### config.mk
export PLATFORM = sky130hd
export DESIGN_NAME = mbx_pair
export DESIGN_NICKNAME = d
export VERILOG_FILES = /design/src/rtl/mbx_pkg.sv /design/src/rtl/mbx_fifo.sv /design/src/rtl/mbx_core.sv /design/src/rtl/mbx_pair.sv
export SDC_FILE = /design/constraint.sdc
export NUM_CORES = 1
export LEC_CHECK = 0
export BUFFER_PORTS_ARGS = -buffer_cell sky130_fd_sc_hd__buf_2
export CAP_MARGIN = 15
export CORE_ASPECT_RATIO = 0.7
export CORE_UTILIZATION = 59
export CTS_CLUSTER_DIAMETER = 200
export DETAILED_ROUTE_END_ITERATION = 8
export PLACE_DENSITY = 0.87
export SLEW_MARGIN = 15
export SYNTH_ARGS = -nofsm -noshare
export SYNTH_HDL_FRONTEND = slang
export SYNTH_SLANG_ARGS = --single-unit
export TNS_END_PERCENT = 100
### constraint.sdc
create_clock -name clk -period 8.7 [get_ports clk]
set_clock_uncertainty 0.1 [all_clocks]
set_input_delay 1.74 -clock clk [delete_from_list [all_inputs] [get_ports clk]]
set_output_delay 1.74 -clock clk [all_outputs]
set_load 0.01 [all_outputs]
### src/rtl/mbx_pkg.sv
package mbx_pkg;

    localparam int unsigned NCORE     = 2;
    localparam int unsigned OFS_STAT  = 0;
    localparam int unsigned OFS_TXW   = 4;
    localparam int unsigned OFS_RXR   = 8;

    typedef enum logic [1:0] {
        SEL_STAT = 2'd0,
        SEL_TXW  = 2'd1,
        SEL_RXR  = 2'd2,
        SEL_NONE = 2'd3
    } reg_sel_e;

    typedef struct packed {
        logic     act;
        logic     wr;
        reg_sel_e sel;
    } core_cmd_t;

    // bit 0 valid, bit 1 ready, bit 2 overflow, bit 3 underflow
    typedef struct packed {
        logic roe;
        logic wof;
        logic rdy;
        logic vld;
    } mbx_stat_t;

    localparam int unsigned STAT_W = $bits(mbx_stat_t);

    function automatic reg_sel_e sel_of(input logic [31:0] ofs);
        if (ofs == OFS_STAT)      return SEL_STAT;
        else if (ofs == OFS_TXW)  return SEL_TXW;
        else if (ofs == OFS_RXR)  return SEL_RXR;
        else                      return SEL_NONE;
    endfunction

    function automatic logic stat_irq(input mbx_stat_t s);
        return s.vld | s.wof | s.roe;
    endfunction

endpackage

### src/rtl/mbx_fifo.sv
module mbx_fifo #(
    parameter int DW    = 32,
    parameter int DEPTH = 8
) (
    input  logic          clk,
    input  logic          rst,
    input  logic          push,
    input  logic [DW-1:0] push_data,
    input  logic          pop,
    output logic [DW-1:0] head,
    output logic          full,
    output logic          empty
);
    localparam int PW = (DEPTH > 1) ? $clog2(DEPTH) : 1;
    localparam int CW = $clog2(DEPTH + 1);
    localparam logic [PW-1:0] LAST = PW'(DEPTH - 1);
    localparam logic [CW-1:0] CAP  = CW'(DEPTH);

    logic [DW-1:0] mem [DEPTH];
    logic [PW-1:0] wp, rp;
    logic [CW-1:0] cnt;
    logic          push_ok, pop_ok;

    assign full    = (cnt == CAP);
    assign empty   = (cnt == '0);
    assign push_ok = push && !full;
    assign pop_ok  = pop && !empty;
    assign head    = mem[rp];

    always_ff @(posedge clk) begin
        if (push_ok) mem[wp] <= push_data;
    end

    always_ff @(posedge clk) begin
        if (rst) begin
            wp  <= '0;
            rp  <= '0;
            cnt <= '0;
        end else begin
            if (push_ok) wp <= (wp == LAST) ? '0 : wp + 1'b1;
            if (pop_ok)  rp <= (rp == LAST) ? '0 : rp + 1'b1;
            case ({push_ok, pop_ok})
                2'b10:   cnt <= cnt + 1'b1;
                2'b01:   cnt <= cnt - 1'b1;
                default: cnt <= cnt;
            endcase
        end
    end

    a_r9_push_pop_balance: assert property (@(posedge clk) disable iff (rst)
        (push && pop && !full && !empty) |=> (cnt == $past(cnt)));

    a_r5_full_holds: assert property (@(posedge clk) disable iff (rst)
        (full && push && !pop) |=> full);

    a_r1_count_bound: assert property (@(posedge clk) disable iff (rst)
        cnt <= CAP);

endmodule

### src/rtl/mbx_core.sv
module mbx_core
    import mbx_pkg::*;
#(
    parameter int DW = 32
) (
    input  logic          clk,
    input  logic          rst,
    input  core_cmd_t     cmd,
    input  logic [DW-1:0] wdata,
    input  logic          tx_full,
    input  logic          rx_empty,
    input  logic [DW-1:0] rx_head,
    output logic          tx_push,
    output logic [DW-1:0] tx_data,
    output logic          rx_pop,
    output logic [DW-1:0] rd_val,
    output mbx_stat_t     stat,
    output logic          irq
);
    logic wr_tx, rd_rx, clr;
    logic wof_q, roe_q;

    assign wr_tx = cmd.act &&  cmd.wr && (cmd.sel == SEL_TXW);
    assign rd_rx = cmd.act && !cmd.wr && (cmd.sel == SEL_RXR);
    assign clr   = cmd.act &&  cmd.wr && (cmd.sel == SEL_STAT);

    assign tx_push = wr_tx;
    assign tx_data = wdata;
    assign rx_pop  = rd_rx;

    always_ff @(posedge clk) begin
        if (rst) begin
            wof_q <= 1'b0;
            roe_q <= 1'b0;
        end else if (clr) begin
            wof_q <= 1'b0;
            roe_q <= 1'b0;
        end else begin
            if (wr_tx && tx_full)  wof_q <= 1'b1;
            if (rd_rx && rx_empty) roe_q <= 1'b1;
        end
    end

    always_comb begin
        stat.roe = roe_q;
        stat.wof = wof_q;
        stat.rdy = !tx_full;
        stat.vld = !rx_empty;
    end

    always_comb begin
        rd_val = '0;
        if (cmd.act && !cmd.wr) begin
            case (cmd.sel)
                SEL_STAT: rd_val = {{(DW-STAT_W){1'b0}}, stat};
                SEL_RXR:  rd_val = rx_empty ? '0 : rx_head;
                default:  rd_val = '0;
            endcase
        end
    end

    assign irq = stat_irq(stat);

    a_r7_wof_sticky: assert property (@(posedge clk) disable iff (rst)
        (wof_q && !clr) |=> wof_q);

    a_r7_roe_sticky: assert property (@(posedge clk) disable iff (rst)
        (roe_q && !clr) |=> roe_q);

    a_r5_overflow_sets: assert property (@(posedge clk) disable iff (rst)
        (wr_tx && tx_full) |=> stat.wof);

    a_r6_empty_read_zero: assert property (@(posedge clk) disable iff (rst)
        (rd_rx && rx_empty) |-> (rd_val == '0));

    a_r8_ready_not_irq: assert property (@(posedge clk) disable iff (rst)
        (!stat.vld && !stat.wof && !stat.roe) |-> !irq);

endmodule

### src/rtl/mbx_pair.sv
module mbx_pair
    import mbx_pkg::*;
#(
    parameter int DATA_W = 32,
    parameter int DEPTH  = 8,
    parameter int ADDR_W = 4
) (
    input  logic              clk,
    input  logic              rst,
    input  logic              p0_en,
    input  logic              p0_we,
    input  logic              p0_id,
    input  logic [ADDR_W-1:0] p0_addr,
    input  logic [DATA_W-1:0] p0_wdata,
    output logic [DATA_W-1:0] p0_rdata,
    input  logic              p1_en,
    input  logic              p1_we,
    input  logic              p1_id,
    input  logic [ADDR_W-1:0] p1_addr,
    input  logic [DATA_W-1:0] p1_wdata,
    output logic [DATA_W-1:0] p1_rdata,
    output logic [1:0]        irq
);
    localparam int NPORT = 2;

    logic              pe [NPORT];
    logic              pw [NPORT];
    logic              pid[NPORT];
    logic [ADDR_W-1:0] pa [NPORT];
    logic [DATA_W-1:0] pd [NPORT];
    logic              pg [NPORT];
    logic [DATA_W-1:0] prd_q[NPORT];

    assign pe[0] = p0_en;  assign pe[1] = p1_en;
    assign pw[0] = p0_we;  assign pw[1] = p1_we;
    assign pid[0] = p0_id; assign pid[1] = p1_id;
    assign pa[0] = p0_addr; assign pa[1] = p1_addr;
    assign pd[0] = p0_wdata; assign pd[1] = p1_wdata;

    // port 0 wins a same-core collision
    assign pg[0] = pe[0];
    assign pg[1] = pe[1] && !(pe[0] && (pid[0] == pid[1]));

    core_cmd_t         c_cmd  [NCORE];
    logic [DATA_W-1:0] c_wd   [NCORE];
    logic              c_push [NCORE];
    logic [DATA_W-1:0] c_txd  [NCORE];
    logic              c_pop  [NCORE];
    logic [DATA_W-1:0] c_rd   [NCORE];
    mbx_stat_t         c_stat [NCORE];
    logic              c_irq  [NCORE];

    logic              f_full [NCORE];
    logic              f_empty[NCORE];
    logic [DATA_W-1:0] f_head [NCORE];

    always_comb begin
        for (int c = 0; c < NCORE; c++) begin
            c_cmd[c] = '{act: 1'b0, wr: 1'b0, sel: SEL_NONE};
            c_wd[c]  = '0;
            for (int p = NPORT - 1; p >= 0; p--) begin
                if (pg[p] && (pid[p] == 1'(c))) begin
                    c_cmd[c].act = 1'b1;
                    c_cmd[c].wr  = pw[p];
                    c_cmd[c].sel = sel_of(32'(pa[p]));
                    c_wd[c]      = pd[p];
                end
            end
        end
    end

    genvar g;
    generate
        for (g = 0; g < NCORE; g++) begin : g_lane
            // FIFO g carries words away from core g
            mbx_fifo #(.DW(DATA_W), .DEPTH(DEPTH)) u_fifo (
                .clk       (clk),
                .rst       (rst),
                .push      (c_push[g]),
                .push_data (c_txd[g]),
                .pop       (c_pop[NCORE-1-g]),
                .head      (f_head[g]),
                .full      (f_full[g]),
                .empty     (f_empty[g])
            );

            mbx_core #(.DW(DATA_W)) u_core (
                .clk      (clk),
                .rst      (rst),
                .cmd      (c_cmd[g]),
                .wdata    (c_wd[g]),
                .tx_full  (f_full[g]),
                .rx_empty (f_empty[NCORE-1-g]),
                .rx_head  (f_head[NCORE-1-g]),
                .tx_push  (c_push[g]),
                .tx_data  (c_txd[g]),
                .rx_pop   (c_pop[g]),
                .rd_val   (c_rd[g]),
                .stat     (c_stat[g]),
                .irq      (c_irq[g])
            );

            assign irq[g] = c_irq[g];
        end

        for (g = 0; g < NPORT; g++) begin : g_port
            always_ff @(posedge clk) begin
                if (rst)
                    prd_q[g] <= '0;
                else if (pg[g] && !pw[g])
                    prd_q[g] <= c_rd[pid[g]];
                else
                    prd_q[g] <= '0;
            end
        end
    endgenerate

    assign p0_rdata = prd_q[0];
    assign p1_rdata = prd_q[1];

    a_r10_port1_dropped: assert property (@(posedge clk) disable iff (rst)
        (p0_en && p1_en && (p0_id == p1_id)) |=> (p1_rdata == '0));

    a_r11_write_reads_zero: assert property (@(posedge clk) disable iff (rst)
        (p0_en && p0_we) |=> (p0_rdata == '0));

endmodule

==> results.json, run 1 <==
{
  "grt_pass1_vias": 13471,
  "seq_area_sq_um": 17910,
  "start_util": 0.6070,
  "cpMostUsedCell": "buf_4",
  "placementRows": 61,
  "cts-hold-fix-buffers": 0,
  "synth_ff_type": "edfxtp_1",
  "grt_usage": 0.2791,
  "design_area_sq_um": 27710,
  "rsz0062_at_grt": "false",
  "ir_worst_vdd_v": 0.0001540,
  "leakage_nw": 9.093,
  "avgViaCountPerCell": 6.624,
  "vias": 13560,
  "avgSynthCellArea_sq_um": 19.35,
  "yosysUniqueCellTypes": 56,
  "htree_num_levels": 2,
  "crit_chain": "buf_2 -> nor2b_4 -> buf_4 -> mux2_2 -> a211oi_4 -> nand2b_1 -> nor3b_2 -> buf_4",
  "async_reset_ff_frac": 0,
  "cts_root_buf": "clkbuf_16",
  "antenna_left": 0,
  "grt_max_degree": 64,
  "clk_pin_slew_worst_paths_ps": 70,
  "max_freq_mhz": 200.0,
  "synthToLayoutAreaGrowth_pct": 13.47,
  "fp.dieW_microns": 245.1,
  "place_inst": 1951,
  "setup_tns_ps": 0,
  "cts_buffer_depth": 3,
  "p_total_w": 0.005665,
  "syn-instance-count": 1262,
  "dieArea_sq_um": 42210,
  "cts_buffers": 52,
  "grt_overflow_total": 0,
  "tightest_slew_ps": 1192,
  "status": "completed",
  "cp_max_fo": 38,
  "io_pins": 146,
  "hold_viol": 0,
  "multi_input_area_sq_um": 6516,
  "slew_violations": 0,
  "finalNonFillerCells": 2047,
  "slowest_delay_ps": 950,
  "fin_nets": 1565,
  "seq_area_frac_synth": 0.7330,
  "drt-initial-drc-count": 1579,
  "grt_pass1_wl_mm": 84.70,
  "relSlewSlack": 0.2036,
  "synth_seq_cells": 606,
  "period_needed_ps": 5000,
  "coreArea_sq_um": 40220,
  "num_antenna_cells": 0,
  "clkLatencyLatePin_ps": 590,
  "cts_tree": "built",
  "antenna_found_initial": 2,
  "routedWlPerCell_microns": 28.19,
  "cts_setup_buffers": 0,
  "syn_area_sq_um": 24420,
  "layout.filler_cells": 2434,
  "cp.buffers_inverters": 3,
  "finalCritPeriodShare": 0.5747,
  "cp_data_arrival_time_ps": 5150,
  "die_h_microns": 172.2,
  "dp_hpwl_mm": 34.55,
  "drv_cap": 0,
  "drt-total-wl_mm": 57.71,
  "whs_ps": 403.3,
  "post_cts_resized": 0,
  "endpoint_kind": "flop",
  "hp-class": "reg -> reg",
  "io_buffers": 145,
  "crit_type": "in -> reg",
  "drc_errors": 0,
  "critPathSlowestCell": "nor3b_2",
  "setup_viol": 0,
  "start_kind": "primary input",
  "placed_area_sq_um": 26040,
  "drive_above_1_share": 0.3095,
  "drtPass1Iterations": 5,
  "p_per_area_nw_per_um2": 204.5,
  "synth_edf_count": 576,
  "cp_top_family": "simple AND/OR/NAND/NOR gates",
  "ys.warnings.count": 0,
  "clkSinkCount": 606,
  "gp_congestion": 0.9204,
  "required_ps": 8850
}
## path summary, 6_finish.rpt
| kind | startpoint | to | slack, ps | cells past startpoint |
|---|---|---|---|---|
| worst min register to register | g_lane[0].u_fifo.rp[1] | flop | 400 | 2 |
| worst min-delay path | g_lane[0].u_fifo.rp[1] | flop | 400 | 2 |
| worst max register to register | g_lane[0].u_fifo.cnt[1] | g_lane[0].u_fifo.mem[4][2] | 5330 | 6 |
| worst max-delay path | p0_en | g_lane[0].u_fifo.mem[4][2] | 3700 | 8 |
## power by group
| part | internal, W | switching [W] | leakage (nW) |
|---|---|---|---|
| registers | 0.00321 | 0.00000528 | 5.64 |
| logic | 0.0000464 | 0.000123 | 2.66 |
| clock network | 0.00125 | 0.00103 | 0.795 |
| total | 0.00451 | 0.00116 | 9.09 |
## Yosys cell counts (4+ instances only)
cell / count / area share
nor2_1: 24 / 0.0037
or3_1: 8 / 0.0020
nor3_1: 12 / 0.0025
xor2_1: 6 / 0.0022
ha_1: 14 / 0.0072
nor2b_1: 6 / 0.0015
buf_2: 25 / 0.0051
o22ai_1: 60 / 0.015
mux2i_1: 12 / 0.0049
nor3b_1: 8 / 0.0025
o21a_1: 4 / 0.0012
a22o_1: 67 / 0.024
o21ai_0: 9 / 0.0018
dfxtp_1: 30 / 0.025
nand2_1: 48 / 0.0074
edfxtp_1: 576 / 0.71
nand3_1: 34 / 0.0070
clkbuf_1: 49 / 0.0075
nand2b_1: 4 / 0.0010
a32o_1: 4 / 0.0016
mux4_2: 128 / 0.12
a21oi_1: 18 / 0.0037
buf_1: 5 / 0.00077
mux2_2: 61 / 0.028
## placed cells by master, fill, tap and decap left out, drive strengths merged, types with 5 or more instances in the layout
| master | Yosys | final |
|---|---|---|
| mux2i | 13 | 13 |
| nor3b | 8 | 8 |
| nor3 | 15 | 15 |
| edfxtp | 576 | 576 |
| conb | 1 | 64 |
| a21oi | 19 | 19 |
| nor2b | 6 | 6 |
| bufinv | 0 | 5 |
| a22o | 67 | 67 |
| nand3 | 34 | 34 |
| ha | 14 | 14 |
| o21ai | 9 | 9 |
| nand2 | 48 | 48 |
| nor2 | 24 | 24 |
| xor2 | 6 | 6 |
| mux4 | 128 | 128 |
| o22ai | 60 | 60 |
| mux2 | 61 | 61 |
| buf | 33 | 174 |
| dfxtp | 30 | 30 |
| or3 | 8 | 8 |
| clkinv | 0 | 23 |
| clkbuf | 49 | 64 |
## flip-flops by register name (all words and copies together), names as in the netlist, named ones only
name,flops
g_lane.u_core.wof_q,2
prd_q,64
g_lane.u_fifo.wp,6
g_lane.u_core.roe_q,2
g_lane.u_fifo.mem,512
g_lane.u_fifo.cnt,8
g_lane.u_fifo.rp,6
## per-layer routing
metal	vias up	wire [microns]	track usage	share of wire
met5	-	27	0	0.00047
met2	966	27900	0.4638	0.48
met3	130	6099	0.04982	0.11
met1	6857	21840	0.3808	0.38
li1	5603	-	-	-
met4	4	1845	0.08913	0.032
## cell families after synthesis
logic type / synth area share
DFF: 0.7330
other: 0.0001536
AOI/OAI and AO/OA: 0.05488
buffers and inverters: 0.01496
muxes: 0.1517
xor gates and xnor gates: 0.002511
and+or+nand+nor: 0.03562
adders and majority gates: 0.007174
## stage by stage
stage | worst slack (ps) | utilization
2_1_floorplan | 2067 | -
3_3_place_gp | 3382 | 0.6473
3_5_place_dp | 3155 | 0.6473
4_1_cts | 3716 | 0.6880
5_1_grt | 3569 | 0.6888
6_report | 3700 | 0.6888
## layout make-up
class                      instances  area share
sequential                       606      0.6464
multi-input combinational        634      0.2352
clock buffer                      64     0.04859
timing repair buffer             174     0.03477
tap                              535     0.02416
clock inverter                    31     0.01043
inverter                           3   0.0004064
## worst reg2reg max path: stages (launching register included)
cell and delay, ps:
dfxtp_1 460, nor3_1 140, and2_1 200, a211oi_4 370, nand2b_1 310, nor3b_2 950, buf_4 500
Power figures use the tool's default switching activity.
==> run 2: changes to the inputs <==
- clock period: 8.7 -> 4.7 ns (I/O delays scaled with it)
==> results.json, run 2 (synthesized netlist as in run 1, its figures left out) <==
{
  "status": "completed",
  "finalCritPeriodShare": 0.8009,
  "antenna_left": 0,
  "regMostFlops": "g_lane.u_fifo.mem",
  "drive_above_1_share": 0.3174,
  "crit_start": "p0_id",
  "grt_pass1_vias": 14031,
  "leakage_nw": 9.194,
  "layout.filler_cells": 2376,
  "cts_root_buf": "clkbuf_16",
  "cp_max_fo": 37,
  "finalWorstSetupSlack_ps": 935.6,
  "antenna_found_initial": 0,
  "crit_type": "in -> reg",
  "max_freq_mhz": 265.6,
  "cts_buffer_depth": 3,
  "largest_register_ffs": 512,
  "seq_area_sq_um": 17910,
  "worstReg2RegStart": "g_lane[1].u_fifo.cnt[1]",
  "drc_errors": 0,
  "htree_num_levels": 2,
  "multi_input_area_sq_um": 6551,
  "cts_buffers": 54,
  "crit_chain": "buf_2 -> and2_4 -> nor2_4 -> nand2_1 -> buf_4 -> o22ai_1",
  "post_cts_resized": 0,
  "grt_usage": 0.2820,
  "cp_data_arrival_time_ps": 4050,
  "hp-class": "reg -> reg",
  "rsz0062_at_grt": "false",
  "slew_violations": 0,
  "setup_tns_ps": 0,
  "relSlewSlack": 0.2211,
  "mostFrequentLayoutCells": "edfxtp_1, buf_2, mux4_2, a22o_1, conb_1",
  "start_kind": "primary input",
  "drtPass1Iterations": 5,
  "start_util": 0.6070,
  "cts_tree": "built",
  "cts_setup_buffers": 0,
  "cp_top_family": "simple AND/OR/NAND/NOR gates",
  "vias": 13581,
  "period_needed_ps": 3764,
  "drt-initial-drc-count": 1667,
  "p_per_area_nw_per_um2": 381.1,
  "fp.dieW_microns": 245.1,
  "top_regs": "g_lane.u_fifo.mem (512), prd_q (64), g_lane.u_fifo.cnt (8)",
  "clk_pin_slew_worst_paths_ps": 70,
  "io_buffers": 145,
  "clkSinkCount": 606,
  "hold_viol": 0,
  "hp-start": "g_lane[0].u_core.wof_q",
  "setup_viol": 0,
  "grt_pass1_wl_mm": 85.58,
  "drv_cap": 0,
  "io_pins": 146,
  "layout_commonest_cell": "edfxtp_1",
  "clkLatencyLatePin_ps": 590,
  "placementRows": 61,
  "avgViaCountPerCell": 6.593,
  "gp_congestion": 0.9949,
  "cts-hold-fix-buffers": 0,
  "dieArea_sq_um": 42210,
  "required_ps": 4990,
  "die_h_microns": 172.2,
  "dp_hpwl_mm": 34.67,
  "critPathSlowestCell": "nor2_4",
  "tightest_slew_ps": 1168,
  "coreArea_sq_um": 40220,
  "post-place-ws_ps": 614.5,
  "grt_max_degree": 38,
  "cp.buffers_inverters": 2,
  "drt-total-wl_mm": 58.14,
  "slowest_delay_ps": 950,
  "ir_worst_vdd_v": 0.0002798,
  "grt_overflow_total": 0,
  "num_antenna_cells": 0,
  "synthToLayoutAreaGrowth_pct": 14.17,
  "fin_nets": 1575,
  "endpoint_kind": "flop",
  "routedWlPerCell_microns": 28.22
}
-- run 2: changes by cell type in the layout (fill, tap and decap cells not counted), moves of 2 or more --
cell       delta
nor4b_2       -2
clkbuf_8      +4
nor4b_4       +2
nor3b_2       -2
nor3b_4       +2
clkbuf_1      -2
inv_6         +3
clkbuf_16     +3
buf_4         +9
-- run 2: power breakdown --
part | leakage (nW) | switching, W | total (W) | internal (W)
Sequential | 5.64 | 0.00000955 | 0.00595 | 0.00594
Combinational | 2.71 | 0.000227 | 0.000313 | 0.0000863
Clock | 0.851 | 0.00193 | 0.00436 | 0.00243
Total | 9.19 | 0.00216 | 0.0106 | 0.00846
-- run 2: layout make-up --
type,instances,area share
tap,535,0.02401
sequential,606,0.6425
clock inverter,31,0.009381
clock buffer,69,0.05270
timing repair buffer,182,0.03600
inverter,3,0.0004040
multi-input combinational,634,0.2350
-- run 2: worst reg2reg max path, delay by kind of cell, from the launching register on --
kind	cells	cell delay [ps]
xor gates and xnor gates	2	290
adders and majority gates	2	630
and+or+nand+nor	3	680
AOI/OAI and AO/OA	3	690
DFF	1	510
-- run 2: per-layer routing --
metal  share of wire  GRT usage  vias to the layer above
met4           0.040     0.1245                        0
li1                -          -                     5630
met3            0.12    0.07745                      157
met5               0          0                        -
met1            0.35     0.3658                     6839
met2            0.48     0.4526                      955
-- run 2: worst paths after layout --
kind,cells after the start,endpoint,slack [ps]
setup / recovery,6,prd_q[1][18],940
hold reg to reg,1,g_lane[0].u_core.wof_q,400
hold / removal,1,g_lane[0].u_core.wof_q,400
setup reg to reg,10,g_lane[1].u_fifo.cnt[2],1730
-- run 2: stage by stage --
step	cells	power [W]	utilization	hold WS (ps)	area, sq um
3_5_place_dp	1960	0.006371	0.6500	382.1	26150
6_report	2060	0.01062	0.6930	397.8	27880
3_3_place_gp	1960	0.006357	0.6500	376.4	26150
4_1_cts	2060	0.01065	0.6930	398.0	27880
5_1_grt	2060	0.01087	0.6930	435.2	27880
2_1_floorplan	1325	0.006220	-	363.8	24680
